<file path="src/rtl/cap_pkg.sv">
package cap_pkg;
  typedef enum logic [1:0] {
    ST_IDLE = 2'd0,
    ST_RUN  = 2'd1,
    ST_DONE = 2'd2
  } cap_state_t;

  localparam int unsigned STAT_DONE_BIT  = 0;
  localparam int unsigned STAT_EMPTY_BIT = 1;
  localparam int unsigned STAT_RUN_BIT   = 2;
  localparam int unsigned STAT_USED      = 3;
endpackage

</file>
<file path="src/rtl/cap_rst_sync.sv">
module cap_rst_sync (
  input  logic clk,
  input  logic rst_n,
  output logic rst_sn
);
  logic [1:0] sync_q;
  logic [1:0] sync_d;

  always_comb begin
    sync_d = {sync_q[0], 1'b1};
  end

  always_ff @(posedge clk or negedge rst_n) begin
    if (!rst_n) sync_q <= 2'b00;
    else        sync_q <= sync_d;
  end

  assign rst_sn = sync_q[1];
endmodule

</file>
<file path="src/rtl/cap_trigger.sv">
module cap_trigger #(
  parameter int unsigned CH_W  = 8,
  parameter int unsigned SEL_W = 3
) (
  input  logic             clk,
  input  logic             rst_sn,
  input  logic [CH_W-1:0]  chan_in,
  input  logic [SEL_W-1:0] trig_sel,
  input  logic             trig_slope,
  output logic             edge_hit
);
  logic cur_lvl;
  logic prev_q;
  logic prev_d;

  always_comb begin
    cur_lvl = chan_in[trig_sel];
    prev_d  = cur_lvl;
    if (trig_slope) edge_hit = prev_q & ~cur_lvl;
    else            edge_hit = cur_lvl & ~prev_q;
  end

  always_ff @(posedge clk or negedge rst_sn) begin
    if (!rst_sn) prev_q <= 1'b0;
    else         prev_q <= prev_d;
  end
endmodule

</file>
<file path="src/rtl/cap_ctrl.sv">
module cap_ctrl
  import cap_pkg::*;
#(
  parameter int unsigned PW        = 8,
  parameter int unsigned LEN_SEL_W = 2,
  parameter int unsigned MIN_LEN   = 16
) (
  input  logic                 clk,
  input  logic                 rst_sn,
  input  logic                 clr,
  input  logic                 sw_start,
  input  logic                 trig_mode,
  input  logic                 edge_hit,
  input  logic                 smp_en,
  input  logic [LEN_SEL_W-1:0] len_sel,
  output logic                 wr_en,
  output logic                 capturing,
  output logic                 capt_done
);
  cap_state_t     st_q, st_d;
  logic [PW-1:0]  cnt_q, cnt_d;
  logic [PW-1:0]  len_q, len_d;
  logic           start_cond;
  logic [PW-1:0]  cnt_inc;

  always_comb begin
    start_cond = sw_start | (trig_mode & edge_hit);
    wr_en      = (st_q == ST_RUN) & smp_en & ~clr;
    cnt_inc    = cnt_q + PW'(1);
    st_d       = st_q;
    cnt_d      = cnt_q;
    len_d      = len_q;
    if (clr) begin
      st_d  = ST_IDLE;
      cnt_d = '0;
    end else begin
      unique case (st_q)
        ST_IDLE: begin
          if (start_cond) begin
            st_d  = ST_RUN;
            cnt_d = '0;
            len_d = PW'(MIN_LEN) << len_sel;
          end
        end
        ST_RUN: begin
          if (wr_en) begin
            cnt_d = cnt_inc;
            if (cnt_inc == len_q) st_d = ST_DONE;
          end
        end
        ST_DONE: st_d = ST_DONE;
        default: st_d = ST_IDLE;
      endcase
    end
  end

  always_ff @(posedge clk or negedge rst_sn) begin
    if (!rst_sn) begin
      st_q  <= ST_IDLE;
      cnt_q <= '0;
      len_q <= PW'(MIN_LEN);
    end else begin
      st_q  <= st_d;
      cnt_q <= cnt_d;
      len_q <= len_d;
    end
  end

  assign capturing = (st_q == ST_RUN);
  assign capt_done = (st_q == ST_DONE);
endmodule

</file>
<file path="src/rtl/cap_buffer.sv">
module cap_buffer #(
  parameter int unsigned CH_W  = 8,
  parameter int unsigned DEPTH = 128,
  parameter int unsigned AW    = 7,
  parameter int unsigned PW    = 8
) (
  input  logic            clk,
  input  logic            rst_sn,
  input  logic            clr,
  input  logic            capturing,
  input  logic [CH_W-1:0] chan_in,
  input  logic            wr_en,
  input  logic            rd_strobe,
  output logic [CH_W-1:0] rd_data,
  output logic            buf_empty,
  output logic [PW-1:0]   wr_ptr,
  output logic [PW-1:0]   rd_ptr
);
  logic [CH_W-1:0] gated;
  logic [CH_W-1:0] mem_q [DEPTH];
  logic [PW-1:0]   wp_q, wp_d;
  logic [PW-1:0]   rp_q, rp_d;
  logic            rd_ok;

  for (genvar g = 0; g < CH_W; g++) begin : g_gate
    assign gated[g] = chan_in[g] & capturing;
  end

  always_comb begin
    buf_empty = (rp_q == wp_q);
    rd_ok     = rd_strobe & ~buf_empty & ~clr;
    wp_d      = wp_q;
    rp_d      = rp_q;
    if (clr) begin
      wp_d = '0;
      rp_d = '0;
    end else begin
      if (wr_en) wp_d = wp_q + PW'(1);
      if (rd_ok) rp_d = rp_q + PW'(1);
    end
    rd_data = buf_empty ? '0 : mem_q[rp_q[AW-1:0]];
  end

  always_ff @(posedge clk) begin
    if (wr_en) mem_q[wp_q[AW-1:0]] <= gated;
  end

  always_ff @(posedge clk or negedge rst_sn) begin
    if (!rst_sn) begin
      wp_q <= '0;
      rp_q <= '0;
    end else begin
      wp_q <= wp_d;
      rp_q <= rp_d;
    end
  end

  assign wr_ptr = wp_q;
  assign rd_ptr = rp_q;
endmodule

</file>
<file path="src/rtl/cap_outmux.sv">
module cap_outmux
  import cap_pkg::*;
#(
  parameter int unsigned CH_W = 8
) (
  input  logic [CH_W-1:0] buf_data,
  input  logic            st_done,
  input  logic            st_empty,
  input  logic            st_run,
  input  logic            out_sel,
  output logic [CH_W-1:0] out_byte
);
  logic [CH_W-1:0] stat_byte;

  for (genvar g = 0; g < CH_W; g++) begin : g_stat
    if (g == STAT_DONE_BIT) begin : g_done
      assign stat_byte[g] = st_done;
    end else if (g == STAT_EMPTY_BIT) begin : g_empty
      assign stat_byte[g] = st_empty;
    end else if (g == STAT_RUN_BIT) begin : g_run
      assign stat_byte[g] = st_run;
    end else begin : g_pad
      assign stat_byte[g] = 1'b0;
    end
  end

  always_comb begin
    out_byte = out_sel ? stat_byte : buf_data;
  end
endmodule

</file>
<file path="src/rtl/trig_capture.sv">
module trig_capture #(
  parameter int unsigned CH_W      = 8,
  parameter int unsigned DEPTH     = 128,
  parameter int unsigned LEN_SEL_W = 2,
  parameter int unsigned MIN_LEN   = 16
) (
  input  logic                     clk,
  input  logic                     rst_n,
  input  logic [CH_W-1:0]          chan_in,
  input  logic                     smp_en,
  input  logic                     sw_start,
  input  logic                     clr,
  input  logic                     trig_mode,
  input  logic                     trig_slope,
  input  logic [$clog2(CH_W)-1:0]  trig_sel,
  input  logic [LEN_SEL_W-1:0]     len_sel,
  input  logic                     rd_strobe,
  input  logic                     out_sel,
  output logic [CH_W-1:0]          out_byte,
  output logic                     capt_done,
  output logic                     buf_empty
);
  localparam int unsigned AW    = $clog2(DEPTH);
  localparam int unsigned PW    = AW + 1;
  localparam int unsigned SEL_W = $clog2(CH_W);

  logic            rst_sn;
  logic            edge_hit;
  logic            wr_en;
  logic            capturing;
  logic [CH_W-1:0] buf_data;
  logic [PW-1:0]   wr_ptr;
  logic [PW-1:0]   rd_ptr;

  cap_rst_sync u_rst (
    .clk    (clk),
    .rst_n  (rst_n),
    .rst_sn (rst_sn)
  );

  cap_trigger #(.CH_W(CH_W), .SEL_W(SEL_W)) u_trig (
    .clk        (clk),
    .rst_sn     (rst_sn),
    .chan_in    (chan_in),
    .trig_sel   (trig_sel),
    .trig_slope (trig_slope),
    .edge_hit   (edge_hit)
  );

  cap_ctrl #(.PW(PW), .LEN_SEL_W(LEN_SEL_W), .MIN_LEN(MIN_LEN)) u_ctrl (
    .clk       (clk),
    .rst_sn    (rst_sn),
    .clr       (clr),
    .sw_start  (sw_start),
    .trig_mode (trig_mode),
    .edge_hit  (edge_hit),
    .smp_en    (smp_en),
    .len_sel   (len_sel),
    .wr_en     (wr_en),
    .capturing (capturing),
    .capt_done (capt_done)
  );

  cap_buffer #(.CH_W(CH_W), .DEPTH(DEPTH), .AW(AW), .PW(PW)) u_buf (
    .clk       (clk),
    .rst_sn    (rst_sn),
    .clr       (clr),
    .capturing (capturing),
    .chan_in   (chan_in),
    .wr_en     (wr_en),
    .rd_strobe (rd_strobe),
    .rd_data   (buf_data),
    .buf_empty (buf_empty),
    .wr_ptr    (wr_ptr),
    .rd_ptr    (rd_ptr)
  );

  cap_outmux #(.CH_W(CH_W)) u_mux (
    .buf_data (buf_data),
    .st_done  (capt_done),
    .st_empty (buf_empty),
    .st_run   (capturing),
    .out_sel  (out_sel),
    .out_byte (out_byte)
  );
endmodule

</file>
<file path="config.mk">
export PLATFORM = sky130hd
export DESIGN_NAME = trig_capture
export DESIGN_NICKNAME = d
export VERILOG_FILES = /design/src/rtl/cap_pkg.sv /design/src/rtl/cap_rst_sync.sv /design/src/rtl/cap_trigger.sv /design/src/rtl/cap_ctrl.sv /design/src/rtl/cap_buffer.sv /design/src/rtl/cap_outmux.sv /design/src/rtl/trig_capture.sv
export SDC_FILE = /design/constraint.sdc
export NUM_CORES = 1
export LEC_CHECK = 0
export ABC_CLOCK_PERIOD_IN_PS = 4200
export BUFFER_PORTS_ARGS = -buffer_cell sky130_fd_sc_hd__buf_2
export CORE_MARGIN = 2
export CORE_UTILIZATION = 45
export DETAILED_ROUTE_END_ITERATION = 8
export PLACE_DENSITY = 0.66
export RECOVER_POWER = 50
export SLEW_MARGIN = 20
export SYNTH_ARGS = -nofsm -noshare
export SYNTH_HDL_FRONTEND = slang
export SYNTH_SLANG_ARGS = --single-unit
export TNS_END_PERCENT = 100
</file>
<file path="constraint.sdc">
create_clock -name clk -period 4.2 [get_ports clk]
set_input_delay 1.26 -clock clk [delete_from_list [all_inputs] [get_ports clk]]
set_output_delay 1.26 -clock clk [all_outputs]
set_load 0.01 [all_outputs]
</file>
==> impl_metrics.tcl, run 1 <==
set metrics [dict create \
    critPathMaxStageDelay_ns 0.47 \
    pwr-share-comb_pct 17.7 \
    htreeDepth 3 \
    place_ws_ns -0.106 \
    dieArea_sq_um 95400 \
    fill_cells 6907 \
    coreArea_sq_um 91800 \
    irDropWorstVdd_uv 483 \
    rows 111 \
    nets 2447 \
    seq_power_share_pct 46.6 \
    synth_edf_count 1024 \
    clock_latency_ns 0.69 \
    max-clock-path-buffers 3 \
    syn_nets 2119 \
    drtAntennaViolNets 0 \
    skew_ns 0.0386 \
    ys_warn_count 0 \
    grt_max_degree 129 \
    cp_cell_sequence "clkbuf_1, buf_12, buf_6, mux4_2, mux2i_2, nor3_1, nor2_1, o21ai_0, o32a_1, buf_2" \
    layout_common_cells "edfxtp_1, buf_4, mux4_2, nor2_1, clkbuf_16" \
    routed_wl_mm 106 \
    fin_crit_sh_pct 115 \
    cts-root-buf "clkbuf_16" \
    synth-async-reset-ratio_pct 3.12 \
    cp-start-kind "register" \
    layout_commonest_cell "edfxtp_1" \
    grt-ovfl-total 0 \
    fp.dieH_um 309 \
    syn_inst 2091 \
    drtIter0Drc 2883 \
    clkTransAtPathRegs_ns 0.07 \
    leakage_uw 0.0159 \
    ys_seq_elements 1057 \
    finalSetupTns_ns -4.33 \
    rsz0062_at_grt "yes" \
    cp_slowest_cell "dfrtp_4" \
    wl_per_cell_um 28.2 \
    port_buffers 31 \
    die_w_um 309 \
    gp_congestion 0.882 \
    grt_pass1_vias 22309 \
    route.vias.total 22527 \
    slew_viol_final 266 \
    hold_viol 0 \
    cp_data_arrival_time_ns 3.55 \
    violations "capacitance limit, slew limit, setup timing" \
    drv_cap 4 \
    clock_sinks 1057 \
    synth_ff_type "edfxtp_1" \
    via_per_inst 6.00 \
    first_pass_iters 5 \
    p_sw_share_pct 25.0 \
    grt_pass1_wl_mm 154 \
    tritoncts "built" \
    synth_cell_types 60 \
    setup_viol_count_final 8 \
    finalPower_uw 26400 \
    syn-cell-area_sq_um 41800 \
    area_delta_synth_final_pct 19.3 \
    p_switching_uw 6590 \
    drive_above_1_share_pct 33.5 \
    antenna_found_initial 5 \
    slew_headroom_pct -27.2 \
    crit_fanout 24 \
    critPathRequiredTime_ns 2.94 \
    tightest_slew_ns 1.91 \
    start_util_pct 45.5 \
    power_density_nw_per_um2 528 \
    avgSynthCellArea_sq_um 20.0 \
    max_freq_mhz 208 \
    drc 0 \
    setup_ws_ns -0.613 \
    grt_usage_pct 22.4 \
    synth_seq_area_share_pct 75.5 \
    hold_path.class "register to register" \
    clkPwrFrac_pct 35.7 \
    cts_buffers 106 \
    status "finished, violations left" \
    p_int_uw 19800 \
    cp-end-kind "output port" \
    worstSetupPathType "register to output port" \
    min_period_ns 4.81 \
    dp_hpwl_mm 66.7 \
    io_pins 32 \
]
## kinds of logic after synthesis
logic type	Yosys count	synth area share (%)
AND/OR/NAND/NOR	365	4.01
buffers and inverters	130	1.68
other	1	0.00897
flip-flops	1057	75.5
adder cells (fa/ha/maj)	6	0.180
XOR/XNOR	26	0.545
AO/OA/AOI/OAI	180	3.10
multiplexers	326	14.9
## routing by layer
metal / GRT usage [%] / vias to the layer above / share of wire, %
li1: - / 9284 / -
met1: 31.9 / 11960 / 40
met3: 4.36 / 169 / 8.8
met5: 0 / - / 0
met2: 35.9 / 1114 / 48
met4: 5.73 / 0 / 2.7
## sequential cells by signal, summed over array words and instances, names as in the netlist
signal         cells
u_buf.mem_q     1024
u_buf.rd_ptr       8
u_buf.wr_ptr       8
u_ctrl.cnt_q       8
u_ctrl.len_q       4
u_ctrl.st_q        2
u_rst.sync_q       2
u_trig.prev_q      1
## stage by stage
step	std cells	util (%)	hold slack (ns)	area, sq um
floorplan	2091	-	0.331	41800
global placement	3529	49.4	0.277	45400
detailed placement	3529	49.4	0.300	45400
CTS	3748	54.2	0.284	49700
global route	3754	54.3	0.367	49900
finish	3754	54.3	0.350	49900
## worst max-delay path: cells and delay by family, from the launching register on
family	cells	cell delay, ns
AOI/OAI and AO/OA	2	0.60
and+or+nand+nor	2	0.21
DFF	1	0.47
buffers and inverters	4	0.98
muxes	2	0.60
## what timing repair did
| item | 4_1_cts | 5_1_grt |
|---|---|---|
| pin swaps | 24 | 18 |
| setup buffers | 18 | 4 |
| gates cloned | 5 | 2 |
| resized for setup | 112 | 35 |
| hold buffers | 0 | 0 |
| endpoints found under the setup margin | 8 | 9 |
## power by group through the flow
stage / logic [uW] / registers [uW] / clock network [uW]
after detailed placement: 4150 / 12500 / 0
after floorplan: 2540 / 12500 / 0
final: 4650 / 12300 / 9420
after CTS: 4600 / 12300 / 9550
after global placement: 4040 / 12500 / 0
after global routing: 4910 / 12300 / 9960
## Yosys cell counts, drive strengths merged (2+ instances only)
library cell	count	area share [%]
edfxtp	1024	74
mux4	238	13
nor2	170	1.5
mux2i	81	1.9
a22oi	75	1.3
buf	72	1.2
nand2	51	0.46
clkbuf	49	0.44
nand3	41	0.49
dfrtp	32	1.9
a21oi	26	0.31
nor2b	21	0.31
o21ai	18	0.22
xor2	17	0.36
nor4	16	0.24
and2	14	0.21
nor3	14	0.17
a2111oi	10	0.23
nand2b	10	0.15
xnor2	9	0.19
a211oi	8	0.14
and3	8	0.12
inv	8	0.072
a221oi	7	0.16
mux2	7	0.19
ha	6	0.18
o221ai	6	0.13
or3	6	0.090
nand4	5	0.075
o211ai	5	0.090
a22o	4	0.084
a31oi	4	0.060
o31ai	4	0.072
nand3b	3	0.054
o22ai	3	0.045
nand4b	2	0.042
o311ai	2	0.042
## final cells by class
type | instances | area, sq um | share of cell area (%)
Inverter | 9 | 33.8 | 0.0677
Multi-Input combinational cell | 904 | 10200 | 20.4
Tap cell | 1243 | 1560 | 3.12
Timing Repair Buffer | 341 | 3040 | 6.09
Antenna cell | 1 | 2.50 | 0.00502
Clock inverter | 71 | 722 | 1.45
Sequential cell | 1057 | 31600 | 63.3
Clock buffer | 128 | 2780 | 5.57
## worst paths after layout
path                                 start             endpoint  slack [ns]  cells past startpoint
max                        u_buf.rd_ptr[1]          out_byte[4]       -0.61                     10
min                        u_rst.sync_q[0]      u_rst.sync_q[1]        0.35                      0
max reg2reg                 u_ctrl.st_q[1]  u_buf.mem_q[103][0]        0.17                      5
min reg2reg                u_rst.sync_q[0]      u_rst.sync_q[1]        0.35                      0
max in group asynchronous  u_rst.sync_q[1]      u_buf.rd_ptr[0]        2.00                      1
min in group asynchronous            rst_n      u_rst.sync_q[0]        0.38                      1
Power figures use the tool's default switching activity.
==> run 2: changes to the inputs <==
--- a/config.mk
+++ b/config.mk
@@ -6,7 +6,7 @@
 export NUM_CORES = 1
 export LEC_CHECK = 0
 export ABC_CLOCK_PERIOD_IN_PS = 4200
-export BUFFER_PORTS_ARGS = -buffer_cell sky130_fd_sc_hd__buf_2
+export BUFFER_PORTS_ARGS = -buffer_cell sky130_fd_sc_hd__buf_4
 export CORE_MARGIN = 2
 export CORE_UTILIZATION = 45
 export DETAILED_ROUTE_END_ITERATION = 8
==> impl_metrics.tcl, run 2 (synthesis gave the netlist of run 1 again) <==
set metrics [dict create \
    reg2regPathDepth 5 \
    met2_length_mm 50.3 \
    p_sw_share_pct 25.2 \
    r2r_start "u_ctrl.st_q[1]" \
    finalSetupTns_ns -3.99 \
    max-clock-path-buffers 3 \
    fin_crit_sh_pct 113 \
    hold_viol 0 \
    cts_buffers 104 \
    setup_viol_count_final 9 \
    nets 2464 \
    grt_pass1_wl_mm 155 \
    cp_data_arrival_time_ns 3.47 \
    maxUsedRoutingLayer "met4" \
    drive_above_1_share_pct 33.7 \
    cp_slowest_cell "a2111oi_4" \
    min_period_ns 4.73 \
    path_common_cell "buf_12" \
    fill_cells 6833 \
    routedLengthMet1_mm 42.9 \
    p_switching_uw 6720 \
    rrSetupSlack_ns 0.24 \
    fp.dieH_um 309 \
    crit_path_start "u_buf.rd_ptr[0]" \
    clock_sinks 1057 \
    hold_path.class "input port to async pin" \
    p_int_uw 19900 \
    cp-start-kind "register" \
    post-place-cells 3525 \
    tightest_slew_ns 2.00 \
    routed_wl_mm 107 \
    setup_ws_ns -0.526 \
    clock_latency_ns 0.68 \
    drc 0 \
    max_freq_mhz 212 \
    grt-ovfl-total 0 \
    largest_register_ffs 1024 \
    pwr-share-comb_pct 18.9 \
    io_pins 32 \
    cp_cell_sequence "buf_8, buf_12, buf_12, buf_6, mux4_2, a22oi_1, a21oi_2, nor2_2, a2111oi_4, buf_4" \
    antennaDiodeCount 0 \
    die_w_um 309 \
    cts-root-buf "clkbuf_16" \
    status "finished, violations left" \
    grt_pass1_vias 22678 \
    multi_input_comb_area_sq_um 10100 \
    route.vias.total 22542 \
    wl_per_cell_um 28.4 \
    drtIter0Drc 3033 \
    postCtsHoldBufs 0 \
    clkPwrFrac_pct 35.0 \
    critPathRequiredTime_ns 2.94 \
    rr_endpoint "u_buf.mem_q[122][2]" \
    area_delta_synth_final_pct 20.1 \
    via_per_inst 5.99 \
    violations "capacitance limit, slew limit, setup timing" \
    slew_headroom_pct -33.1 \
    start_util_pct 45.5 \
    power_density_nw_per_um2 531 \
    layout_commonest_cell "edfxtp_1" \
    ff_latch_area_sq_um 31600 \
    irDropWorstVdd_uv 375 \
    cp-end-kind "output port" \
    rsz0062_at_grt "yes" \
    first_pass_iters 7 \
    critPathMaxStageDelay_ns 0.57 \
    layout_common_cells "edfxtp_1, buf_4, mux4_2, nor2_1, clkbuf_16" \
    worstSetupEndpoint "out_byte[6]" \
    gp_congestion 0.904 \
    htreeDepth 3 \
    seq_power_share_pct 46.1 \
    skew_ns 0.0316 \
    crit_fanout 9 \
    antenna_found_initial 1 \
    dieArea_sq_um 95400 \
    slew_viol_final 195 \
    grt_usage_pct 22.5 \
    leakage_uw 0.0161 \
    coreArea_sq_um 91800 \
    worstSetupPathType "register to output port" \
    rows 111 \
    drv_cap 3 \
    tritoncts "built" \
    dp_hpwl_mm 66.3 \
    grt_max_degree 129 \
    port_buffers 31 \
    drtAntennaViolNets 0 \
    stdcell_count 3766 \
    clkTransAtPathRegs_ns 0.06 \
    wl_met3_mm 9.73 \
]
[run 2: routing by layer]
metal / global-route usage, % / vias up
li1: - / 9312
met1: 31.7 / 11830
met2: 35.8 / 1189
met3: 3.86 / 211
met4: 8.16 / 0
met5: 0 / -
[run 2: worst min-delay path by stage]
stage	from	to	slack [ns]
floorplan	u_rst.sync_q[0]	u_rst.sync_q[1]	0.33
global placement	u_rst.sync_q[1]	u_ctrl.len_q[5]	0.29
detailed placement	u_rst.sync_q[1]	u_ctrl.st_q[1]	0.30
CTS	u_rst.sync_q[1]	u_ctrl.st_q[1]	0.31
global route	rst_n	u_rst.sync_q[1]	0.35
finish	rst_n	u_rst.sync_q[0]	0.35
[run 2: through the flow]
stage	util [%]	power (uW)	setup WS [ns]	cell area, sq um	hold slack (ns)
floorplan	-	15100	0.645	41800	0.331
global placement	49.6	16600	-0.563	45500	0.286
detailed placement	49.6	16700	-0.367	45500	0.299
CTS	54.5	26600	-0.541	50000	0.306
global route	54.7	27400	-0.548	50200	0.345
finish	54.7	26700	-0.526	50200	0.352
[run 2: cell type report]
type	instances	share of cell area, %
tap	1243	3.10
clock inverter	69	1.33
timing repair buffer	360	6.94
multi-input combinational	904	20.2
sequential	1057	62.9
inverter	9	0.0747
clock buffer	124	5.48
[run 2: power by group through the flow]
stage | Combinational (uW) | Sequential [uW] | Clock, uW
after floorplan | 2540 | 12500 | 0
after global placement | 4090 | 12500 | 0
after detailed placement | 4190 | 12500 | 0
after CTS | 4960 | 12300 | 9430
after global routing | 5320 | 12300 | 9820
final | 5050 | 12300 | 9320
[run 2: what timing repair did]
item / CTS / global route
endpoints found under the hold margin: 0 / 0
pin swaps: 33 / 30
endpoints found under the setup margin: 9 / 9
gates resized for setup: 115 / 52
buffers inserted: 34 / 18
gates cloned: 7 / 1
[run 2: critical path: cells and delay by family (launching register included)]
kind / cells / cell delay [ns]
compound gates: 3 / 0.99
buf+inv: 5 / 0.80
flops: 1 / 0.52
mux: 1 / 0.35
simple gates: 1 / 0.11
